`config.mk`:
```
export PLATFORM = sky130hd
export DESIGN_NAME = pcm_slot_port
export DESIGN_NICKNAME = d
export VERILOG_FILES = /design/src/rtl/pcm_pkg.sv /design/src/rtl/pcm_frame_timer.sv /design/src/rtl/pcm_tx_path.sv /design/src/rtl/pcm_rx_path.sv /design/src/rtl/pcm_slot_port.sv
export SDC_FILE = /design/constraint.sdc
export NUM_CORES = 1
export LEC_CHECK = 0
export ABC_AREA = 1
export BUFFER_PORTS_ARGS = -buffer_cell sky130_fd_sc_hd__buf_2
export CAP_MARGIN = 0
export CORE_MARGIN = 2
export CORE_UTILIZATION = 60
export DETAILED_ROUTE_END_ITERATION = 7
export GPL_ROUTABILITY_DRIVEN = 0
export PLACE_DENSITY = 0.89
export SETUP_SLACK_MARGIN = 0.05
export SLEW_MARGIN = 20
export SYNTH_ARGS = -nofsm -noshare
export SYNTH_HDL_FRONTEND = slang
export SYNTH_SLANG_ARGS = --single-unit
```
`constraint.sdc`:
```
create_clock -name clk -period 3.8 [get_ports clk]
set_input_delay 0.76 -clock clk [delete_from_list [all_inputs] [get_ports clk]]
set_output_delay 0.76 -clock clk [all_outputs]
set_load 0.01 [all_outputs]
```
`src/rtl/pcm_pkg.sv`:
```
package pcm_pkg;

    localparam int FRAME_BITS = 256;
    localparam int SAMPLE_W   = 16;
    localparam int NARROW_W   = 8;
    localparam int NUM_RX     = 2;
    localparam int SLOT_W     = $clog2(FRAME_BITS / NARROW_W);
    localparam int BIT_W      = $clog2(SAMPLE_W);
    localparam int NBIT_W     = $clog2(NARROW_W);
    localparam int CNT_W      = $clog2(FRAME_BITS) + 1;
    localparam int CH_W       = (NUM_RX > 1) ? $clog2(NUM_RX) : 1;

    typedef enum logic [1:0] {
        CODE_LINEAR  = 2'd0,
        CODE_MULAW   = 2'd1,
        CODE_ALAW    = 2'd2,
        CODE_LINEAR2 = 2'd3
    } coding_e;

    typedef struct packed {
        logic [1:0]                    coding;
        logic [NUM_RX-1:0][SLOT_W-1:0] rx_slot;
        logic [NUM_RX-1:0]             rx_en;
        logic [SLOT_W-1:0]             tx_slot;
        logic                          tx_en;
    } port_cfg_t;

    typedef struct packed {
        logic              in_frame;
        logic              narrow;
        logic [SLOT_W-1:0] slot;
        logic [BIT_W-1:0]  bit_idx;
        logic              last_bit;
    } slot_pos_t;

    function automatic logic is_narrow(input logic [1:0] coding);
        return (coding == CODE_MULAW) || (coding == CODE_ALAW);
    endfunction

    function automatic logic slot_in_range(input logic narrow, input logic [SLOT_W-1:0] s);
        if (narrow)
            return int'(s) < (FRAME_BITS / NARROW_W);
        return int'(s) < (FRAME_BITS / SAMPLE_W);
    endfunction

endpackage

```
`src/rtl/pcm_frame_timer.sv`:
```
module pcm_frame_timer
    import pcm_pkg::*;
(
    input  logic      clk,
    input  logic      rst,
    input  logic      bclk_i,
    input  logic      fsync_i,
    input  port_cfg_t cfg_in,
    output logic      rise,
    output logic      fall,
    output logic      frame_start,
    output port_cfg_t cfg_act,
    output slot_pos_t pos
);

    logic             bclk_q;
    logic [CNT_W-1:0] cnt;

    localparam logic [CNT_W-1:0] CNT_END = CNT_W'(FRAME_BITS);

    assign rise        = bclk_i & ~bclk_q;
    assign fall        = ~bclk_i & bclk_q;
    assign frame_start = rise & fsync_i;

    always_ff @(posedge clk) begin
        if (rst) begin
            bclk_q  <= 1'b0;
            cnt     <= CNT_END;
            cfg_act <= '0;
        end else begin
            bclk_q <= bclk_i;
            if (frame_start) begin
                cnt     <= '0;
                cfg_act <= cfg_in;
            end else if (rise && cnt != CNT_END) begin
                cnt <= cnt + CNT_W'(1);
            end
        end
    end

    always_comb begin
        pos.in_frame = (cnt < CNT_END);
        pos.narrow   = is_narrow(cfg_act.coding);
        if (pos.narrow) begin
            pos.slot     = SLOT_W'(cnt[CNT_W-2:NBIT_W]);
            pos.bit_idx  = BIT_W'(cnt[NBIT_W-1:0]);
            pos.last_bit = (cnt[NBIT_W-1:0] == {NBIT_W{1'b1}});
        end else begin
            pos.slot     = SLOT_W'(cnt[CNT_W-2:BIT_W]);
            pos.bit_idx  = cnt[BIT_W-1:0];
            pos.last_bit = (cnt[BIT_W-1:0] == {BIT_W{1'b1}});
        end
    end

    AST_CNT_RESTART: assert property (@(posedge clk) disable iff (rst)
        frame_start |=> (cnt == '0));
    AST_CNT_ON_RISE: assert property (@(posedge clk) disable iff (rst)
        !rise |=> $stable(cnt));
    AST_CFG_HOLD: assert property (@(posedge clk) disable iff (rst)
        !frame_start |=> $stable(cfg_act));

endmodule

```
`src/rtl/pcm_tx_path.sv`:
```
module pcm_tx_path
    import pcm_pkg::*;
(
    input  logic                clk,
    input  logic                rst,
    input  logic                frame_start,
    input  slot_pos_t           pos,
    input  port_cfg_t           cfg,
    input  logic [SAMPLE_W-1:0] tx_sample_i,
    input  logic                tx_sample_valid_i,
    output logic                tx_data_o,
    output logic                tx_oe_o
);

    logic [SAMPLE_W-1:0] pend;
    logic [SAMPLE_W-1:0] word;
    logic [BIT_W-1:0]    idx;

    localparam logic [BIT_W-1:0] TOP_WIDE   = BIT_W'(SAMPLE_W - 1);
    localparam logic [BIT_W-1:0] TOP_NARROW = BIT_W'(NARROW_W - 1);

    always_ff @(posedge clk) begin
        if (rst) begin
            pend <= '0;
            word <= '0;
        end else begin
            if (tx_sample_valid_i)
                pend <= tx_sample_i;
            if (frame_start)
                word <= tx_sample_valid_i ? tx_sample_i : pend;
        end
    end

    assign idx     = (pos.narrow ? TOP_NARROW : TOP_WIDE) - pos.bit_idx;
    assign tx_oe_o = cfg.tx_en && pos.in_frame &&
                     slot_in_range(pos.narrow, cfg.tx_slot) &&
                     (pos.slot == cfg.tx_slot);
    assign tx_data_o = tx_oe_o & word[idx];

    AST_TX_REPEAT: assert property (@(posedge clk) disable iff (rst)
        (frame_start && !tx_sample_valid_i) |=> (word == $past(pend)));
    AST_TX_FRESH: assert property (@(posedge clk) disable iff (rst)
        (frame_start && tx_sample_valid_i) |=> (word == $past(tx_sample_i)));
    AST_TX_QUIET_OUT_OF_FRAME: assert property (@(posedge clk) disable iff (rst)
        !pos.in_frame |-> !tx_oe_o);

endmodule

```
`src/rtl/pcm_rx_path.sv`:
```
module pcm_rx_path
    import pcm_pkg::*;
(
    input  logic                clk,
    input  logic                rst,
    input  logic                fall,
    input  slot_pos_t           pos,
    input  port_cfg_t           cfg,
    input  logic                rx_data_i,
    output logic [SAMPLE_W-1:0] rx_sample_o,
    output logic                rx_valid_o,
    output logic [CH_W-1:0]     rx_chan_o
);

    logic [NUM_RX-1:0]   hit;
    logic [CH_W-1:0]     sel;
    logic                found;
    logic [SAMPLE_W-1:0] shreg;

    for (genvar c = 0; c < NUM_RX; c++) begin : g_match
        assign hit[c] = cfg.rx_en[c] && pos.in_frame &&
                        slot_in_range(pos.narrow, cfg.rx_slot[c]) &&
                        (pos.slot == cfg.rx_slot[c]);
    end

    always_comb begin
        sel   = '0;
        found = |hit;
        for (int c = NUM_RX - 1; c >= 0; c--) begin
            if (hit[c])
                sel = CH_W'(c);
        end
    end

    always_ff @(posedge clk) begin
        if (rst) begin
            shreg       <= '0;
            rx_sample_o <= '0;
            rx_valid_o  <= 1'b0;
            rx_chan_o   <= '0;
        end else begin
            rx_valid_o <= 1'b0;
            if (fall && found) begin
                shreg <= {shreg[SAMPLE_W-2:0], rx_data_i};
                if (pos.last_bit) begin
                    rx_valid_o <= 1'b1;
                    rx_chan_o  <= sel;
                    if (pos.narrow)
                        rx_sample_o <= {{(SAMPLE_W-NARROW_W){1'b0}},
                                        shreg[NARROW_W-2:0], rx_data_i};
                    else
                        rx_sample_o <= {shreg[SAMPLE_W-2:0], rx_data_i};
                end
            end
        end
    end

    AST_RX_NARROW_ZERO_EXT: assert property (@(posedge clk) disable iff (rst)
        (rx_valid_o && pos.narrow) |-> (rx_sample_o[SAMPLE_W-1:NARROW_W] == '0));
    AST_RX_SINGLE_OWNER: assert property (@(posedge clk) disable iff (rst)
        (fall && found && pos.last_bit && hit[0]) |=> (rx_chan_o == '0));

endmodule

```
`src/rtl/pcm_slot_port.sv`:
```
module pcm_slot_port
    import pcm_pkg::*;
(
    input  logic                  clk,
    input  logic                  rst,
    input  logic                  bclk_i,
    input  logic                  fsync_i,
    input  logic                  rx_data_i,
    output logic                  tx_data_o,
    output logic                  tx_oe_o,
    input  logic [1:0]            cfg_coding_i,
    input  logic [SLOT_W-1:0]     cfg_rx0_slot_i,
    input  logic                  cfg_rx0_en_i,
    input  logic [SLOT_W-1:0]     cfg_rx1_slot_i,
    input  logic                  cfg_rx1_en_i,
    input  logic [SLOT_W-1:0]     cfg_tx_slot_i,
    input  logic                  cfg_tx_en_i,
    input  logic [SAMPLE_W-1:0]   tx_sample_i,
    input  logic                  tx_sample_valid_i,
    output logic [SAMPLE_W-1:0]   rx_sample_o,
    output logic                  rx_valid_o,
    output logic [CH_W-1:0]       rx_chan_o
);

    port_cfg_t cfg_in;
    port_cfg_t cfg_act;
    slot_pos_t pos;
    logic      rise;
    logic      fall;
    logic      frame_start;

    always_comb begin
        cfg_in            = '0;
        cfg_in.coding     = cfg_coding_i;
        cfg_in.rx_slot[0] = cfg_rx0_slot_i;
        cfg_in.rx_slot[1] = cfg_rx1_slot_i;
        cfg_in.rx_en[0]   = cfg_rx0_en_i;
        cfg_in.rx_en[1]   = cfg_rx1_en_i;
        cfg_in.tx_slot    = cfg_tx_slot_i;
        cfg_in.tx_en      = cfg_tx_en_i;
    end

    pcm_frame_timer u_timer (
        .clk         (clk),
        .rst         (rst),
        .bclk_i      (bclk_i),
        .fsync_i     (fsync_i),
        .cfg_in      (cfg_in),
        .rise        (rise),
        .fall        (fall),
        .frame_start (frame_start),
        .cfg_act     (cfg_act),
        .pos         (pos)
    );

    pcm_tx_path u_tx (
        .clk               (clk),
        .rst               (rst),
        .frame_start       (frame_start),
        .pos               (pos),
        .cfg               (cfg_act),
        .tx_sample_i       (tx_sample_i),
        .tx_sample_valid_i (tx_sample_valid_i),
        .tx_data_o         (tx_data_o),
        .tx_oe_o           (tx_oe_o)
    );

    pcm_rx_path u_rx (
        .clk         (clk),
        .rst         (rst),
        .fall        (fall),
        .pos         (pos),
        .cfg         (cfg_act),
        .rx_data_i   (rx_data_i),
        .rx_sample_o (rx_sample_o),
        .rx_valid_o  (rx_valid_o),
        .rx_chan_o   (rx_chan_o)
    );

    AST_TX_EDGE_ALIGNED: assert property (@(posedge clk) disable iff (rst)
        !$past(rise) |-> ($stable(tx_oe_o) && $stable(tx_data_o)));
    AST_RX_AFTER_FALL: assert property (@(posedge clk) disable iff (rst)
        rx_valid_o |-> $past(fall));
    AST_RX_ONE_CYCLE: assert property (@(posedge clk) disable iff (rst)
        rx_valid_o |=> !rx_valid_o);

endmodule

```
* Word-level counts from Yosys, hierarchy flattened
Cells that the tools add are included.
** Cells by class
- Add/sub/neg operators :: 2
- Multiply operators :: 0
- Div/mod/pow operators :: 0
- $lt $le $gt $ge :: 5
- Equality and inequality tests :: 8
- Shift operators :: 0
- Mux-type cells :: 16
- Bitwise gates (word level) :: 7
- Reduce and logical (&&, ||, !) cells :: 17
** Operators with widths (number)
- two-way mux 16 bit :: 2
- two-way mux 9 bit :: 2
- == test 5 bit :: 3
- less-than comparator 5 bit, second input constant :: 3
- logical AND 1 bit :: 11
- two-way mux 10 bit :: 1
- adder 9 x 1 -> 9 bit, second input constant :: 1
- less-than comparator 9 bit, second input constant :: 1
- two-way mux 1 bit :: 9
- inequality test 9 bit, second input constant :: 1
- OR reduction 2 bit :: 3
- less-than comparator 4 x 5 -> 1 bit, second input constant :: 1
- bitwise AND 1 bit :: 4
- binary-select mux 1 bit (select 4 bit) :: 1
- == test 4 bit, second input constant :: 1
- two-way mux 4 bit :: 1
- subtractor 4 bit :: 1
- == test 3 bit, second input constant :: 1
- inverter 1 bit :: 3
- == test 2 x 1 -> 1 bit, second input constant :: 1
- == test 2 bit, second input constant :: 1
- AND reduction 2 bit :: 1
- nonzero test 2 bit :: 1
- logical OR 1 bit :: 1
** Word-level totals
- Register bits :: 95
- Latch bits :: 0
- Bits in writable memories :: 0
- ROM bits :: 0
- Logic and storage cells :: 70
- Memories :: 0

* Longest topological paths before layout
- Depth in word-level cells :: 10
- Mapped depth :: 14

* Modules after synthesis
Synthesis repeated with hierarchy kept, for this count alone.
** Second synthesis, totals
- Cell total of the unflattened synthesis :: 612
- Area total of the unflattened synthesis :: 4370.4 um^2
** Modules (own cells, without submodules)
- pcm_tx_path :: times used 1, cells an instance 216, area each 1527.7 um^2, sequential area each 640.6 um^2
- pcm_rx_path :: times used 1, cells an instance 196, area each 1441.4 um^2, sequential area each 660.6 um^2
- pcm_frame_timer :: times used 1, cells an instance 200, area each 1401.3 um^2, sequential area each 600.6 um^2

* Worst setup path after synthesis
No wires, ideal clock.
- Kind :: flip-flop to output port
- From :: register u_timer.cnt[0]
- To :: output tx_data_o
- Arrival :: 1.331 ns
- Data required time :: 3.040 ns
- Slack :: 1.709 ns
- Stages on the path, launching flop included :: 9
- Path through :: dfxtp_1 clkbuf_1 clkbuf_1 a21oi_1 o21ai_0 nand3_1 nand3_1 o31ai_1 nor2_1
** On the way
- Longest elaborated chain between the ends :: 5
- Elaborated cells on any way between the ends :: 9
- Classes of those cells :: add/sub: 1; order compare: 1; mux: 3; bitwise: 1; reduce/logical: 3
** RTL lines
- start: declaration :: line pcm_frame_timer.sv:17 : logic [CNT_W-1:0] cnt;
- start signal: assignment :: line pcm_frame_timer.sv:36 : cnt <= cnt + CNT_W'(1);
- two-way mux 10 bit or less-than comparator 9 bit (tied branches) :: line pcm_frame_timer.sv:44, pcm_frame_timer.sv:42
- subtractor 4 bit or logical AND 1 bit (tied branches) :: line pcm_tx_path.sv:34, pcm_tx_path.sv:35
- binary-select mux 1 bit (select 4 bit) or logical AND 1 bit (tied branches) :: line pcm_tx_path.sv:38, pcm_tx_path.sv:35
- two-way mux 1 bit (not written as such) or logical AND 1 bit (tied branches) :: line pcm_tx_path.sv:38, pcm_tx_path.sv:36
- bitwise AND 1 bit (*) :: line pcm_tx_path.sv:38 : assign tx_data_o = tx_oe_o & word[idx];
- end: declaration :: line pcm_slot_port.sv:9 : output logic tx_data_o,
Every way passes the cells marked *; elsewhere a longest branch is shown, timed or not. The select of a mux whose other input is x is not followed.

* Worst setup path after layout
- From :: register, netlist name u_timer.cfg_act[18]
- To :: output tx_data_o
** On the way
- Longest elaborated chain between the ends :: 7
- Elaborated cells on any way between the ends :: 14
- Classes of those cells :: add/sub: 1; eq/ne: 3; mux: 6; bitwise: 1; reduce/logical: 3
** RTL lines
- == test 2 x 1 -> 1 bit or == test 2 bit (tied branches) :: line pcm_pkg.sv:37 : return (coding == CODE_MULAW) || (coding == CODE_ALAW);
- logical OR 1 bit (*) :: line pcm_pkg.sv:37
- two-way mux 4 bit, or another cell as far along :: line pcm_tx_path.sv:34 : assign idx = (pos.narrow ? TOP_NARROW : TOP_WIDE) - pos.bit_idx;
- subtractor 4 bit or two-way mux 1 bit (tied branches) :: line pcm_tx_path.sv:34, pcm_pkg.sv:43
- binary-select mux 1 bit (select 4 bit) or logical AND 1 bit (tied branches) :: line pcm_tx_path.sv:38, pcm_tx_path.sv:35
- two-way mux 1 bit (not written as such) or logical AND 1 bit (tied branches) :: line pcm_tx_path.sv:38, pcm_tx_path.sv:36
- bitwise AND 1 bit (*) :: line pcm_tx_path.sv:38
Marked as above.

==> summary.txt <==
Run status
  – Outcome: completed

Timing
  – Final setup fails: 0
  – Clock Skew: 14.2 ps
  – Worst Max-Slew Pin Slew: 691 ps
  – Fin worst setup slack: 1020 ps
  – Final period util: 73.2%
  – Setup total negative slack: 0 ps
  – Final hold violation count: 0
  – Fin. max-slew vios: 0
  – RSZ-0062 raised after global routing: no
  – Worst rel slew slack: 53.8%
  – Final Critical Period: 2780 ps
  – Peak Freq: 0.359 GHz

Clock network
  – CTS Hold Buffers Added: 0
  – Clock sink count: 95
  – Post-cts resize count: 0
  – Max Root-Sink Buffers: 2
  – Clk Tree Root Cell: clkbuf_8
  – # Post-CTS Setup Buffers: 0
  – Worst-path clk slew: 90 ps
  – Htree depth: 3
  – CTS buffer count: 9
  – CTS tree: yes
  – Later-pin clock latency in the skew report: 370 ps

GRT
  – Largest net degree at the start of global routing: 43
  – Global-route wire length before repair: 15.4 mm
  – Initial antenna violation count: 0
  – Overall routing resource usage: 25.8%
  – Remaining global-route overflow: 0
  – Vias in the first global route: 3494

Drt
  – DRT Wirelength: 8.95 mm
  – Routed WL per cell: 13.2 µm
  – Remaining DRCs: 0
  – Antenna Nets Post-Route: 0
  – Iter 0 DRT Violations: 282
  – Via Count: 3728
  – First-pass DRT Iterations: 5
  – Via-to-Cell Ratio: 5.50

Critical path
  – Critical Path AT: 2020 ps
  – Crit end category: output port
  – CP Launch Type: register
  – Slowest-stage cell, CP: dfxtp_1
  – Worst path bufs/invs: 2
  – CP peak stage delay: 420 ps
  – CP top delay family: simple AND/OR/NAND/NOR gates
  – CP Class: register to output port
  – Critical Path, Cell by Cell: inv_2 > nand2_4 > nand2_4 > nand2_2 > nand2_1 > xor2_1 > nor3_1 > nand2_1 > nor2_1 > buf_2
  – Critical path required time: 3040 ps
  – Max FO, Critical Path: 9

Yosys
  – Post-synth top area cell: dfxtp_1
  – Syn_nets: 591
  – Syn Area/Cell: 7.40 µm²
  – Synth Register Bits: 95
  – Synth Instances: 546
  – Prevailing post-synth register cell: dfxtp_1
  – Commonest cells post-synth: dfxtp_1 (95), nand2_1 (95), a21oi_1 (85), nand3_1 (58), nor2_1 (52)
  – Synth Warn #: 0
  – EDFF count, synth: 0
  – Distinct cells, synth: 28
  – Synth top area cells: dfxtp_1 (47%), a21oi_1 (11%), nand2_1 (8.8%)
  – Post-synth top area share: 47.1%
  – Netlist Area Pre-Place: 4040 µm²
  – Post-synthesis async set-or-reset flop share: 0%
  – Seq/Total Area, Yosys: 47.1%

Power
  – Leak: 1.98 nW
  – Comb power frac: 10.6%
  – Worst vdd ir: 0.366 mV
  – Clk pwr share: 35.4%
  – Int Power: 1.45 mW
  – Power per cell area: 435 nW/µm²
  – Sw Ratio: 26.9%
  – P_sw: 534 µW
  – Reg power frac: 54.0%

Floorplanning
  – Row Count: 29
  – Die width: 86.1 µm
  – I/O Pins: 62
  – DIE HEIGHT: 86.1 µm
  – Core region area: 6420 µm²
  – Initial Util: 62.9%
  – DIE AREA: 7410 µm²

Placement
  – Final HPWL DP: 6.17 mm
  – Port Buf Inserts: 61
  – Post-place setup slack: 1220 ps

Job
  – Max cap viols: 0

Cells and area
  – ANT cells: 0
  – Total Nets Final: 641
  – Layout cells sized above 1: 16.8%
  – Area Overhead vs Synth: 13.1%

Hold path
  – Hold Path Class: register to register
-- per-layer routing --
layer	routed length, µm	up-vias	GRT usage (%)
li1	-	1891	-
met1	3940	1697	32.5
met4	217	0	11.7
met3	478	20	7.31
met5	0	-	0
met2	4310	120	41.0
-- cell usage in the layout (no fill, tap or decap), drive strengths merged, types with 2 or more instances in the layout --
cell,Yosys,final
o21ai,42,42
inv,51,53
nor2,54,54
o31ai,3,3
clkinv,0,2
nand2,106,106
buf,6,66
a21oi,86,86
a211oi,4,4
ha,3,3
dfxtp,95,95
xor2,7,7
nand4,2,2
nand3,59,59
clkbuf,21,10
nor3,5,5
-- path summary, 6_finish.rpt --
kind | slack, ps | start | to | depth (start not counted)
worst max-delay path | 1020 | u_timer.cfg_act[18]$_SDFFE_PP0P_ | tx_data_o | 10
worst min-delay path | 450 | u_tx.word[3]$_SDFFE_PP0P_ | u_tx.word[3]$_SDFFE_PP0P_ | 2
worst max register to register | 1350 | u_timer.cnt[0]$_SDFFE_PP0P_ | u_rx.rx_sample_o[1]$_SDFFE_PP0P_ | 9
worst min register to register | 450 | u_tx.word[3]$_SDFFE_PP0P_ | u_tx.word[3]$_SDFFE_PP0P_ | 2
-- worst min-delay path, cell delays in order, from the launching register on --
cell and delay [ps]:
dfxtp_1 310, inv_1 50, a21oi_1 50
-- state kept, by name (all words and copies together), names as in the netlist --
signal,cells
u_rx.shreg,15
u_tx.word,16
u_rx.rx_sample_o,16
u_timer.cfg_act,20
u_rx.rx_valid_o,1
u_timer.cnt,9
u_timer.bclk_q,1
u_rx.rx_chan_o,1
u_tx.pend,16
-- cell families (layout without fill, tap and decap cells) --
| logic type | Yosys count | after routing | synth area share, % |
|---|---|---|---|
| compound gates | 136 | 136 | 17.5 |
| xor+xnor | 7 | 7 | 1.52 |
| fa+ha+maj | 3 | 3 | 0.929 |
| buf+inv | 78 | 133 | 7.83 |
| flops | 95 | 95 | 47.1 |
| simple gates | 227 | 227 | 25.2 |
-- stage by stage --
step           instance area [µm²]  hold WS [ps]  power, mW  util [%]  std cells
6_report                      4570           454       1.99      71.1        678
5_1_grt                       4570           485       2.07      71.1        678
4_1_cts                       4570           458       1.99      71.1        678
3_5_place_dp                  4360           441       1.30      67.8        662
3_3_place_gp                  4360           430       1.29      67.8        662
2_1_floorplan                 4040           422       1.24         -        546
-- power groups by stage --
stage	registers (mW)	clock network (mW)	logic, mW
CTS	1.07	0.710	0.210
global placement	1.09	0	0.201
floorplan	1.08	0	0.156
global route	1.08	0.753	0.245
finish	1.07	0.702	0.211
detailed placement	1.09	0	0.208
-- cell type report --
type	count	area (µm²)
sequential	95	1900
clock inverter	6	75.1
inverter	51	191
tap	77	96.3
clock buffer	10	138
fill	510	1850
timing repair buffer	66	343
multi-input combinational	373	1820
Power figures use the tool's default switching activity.
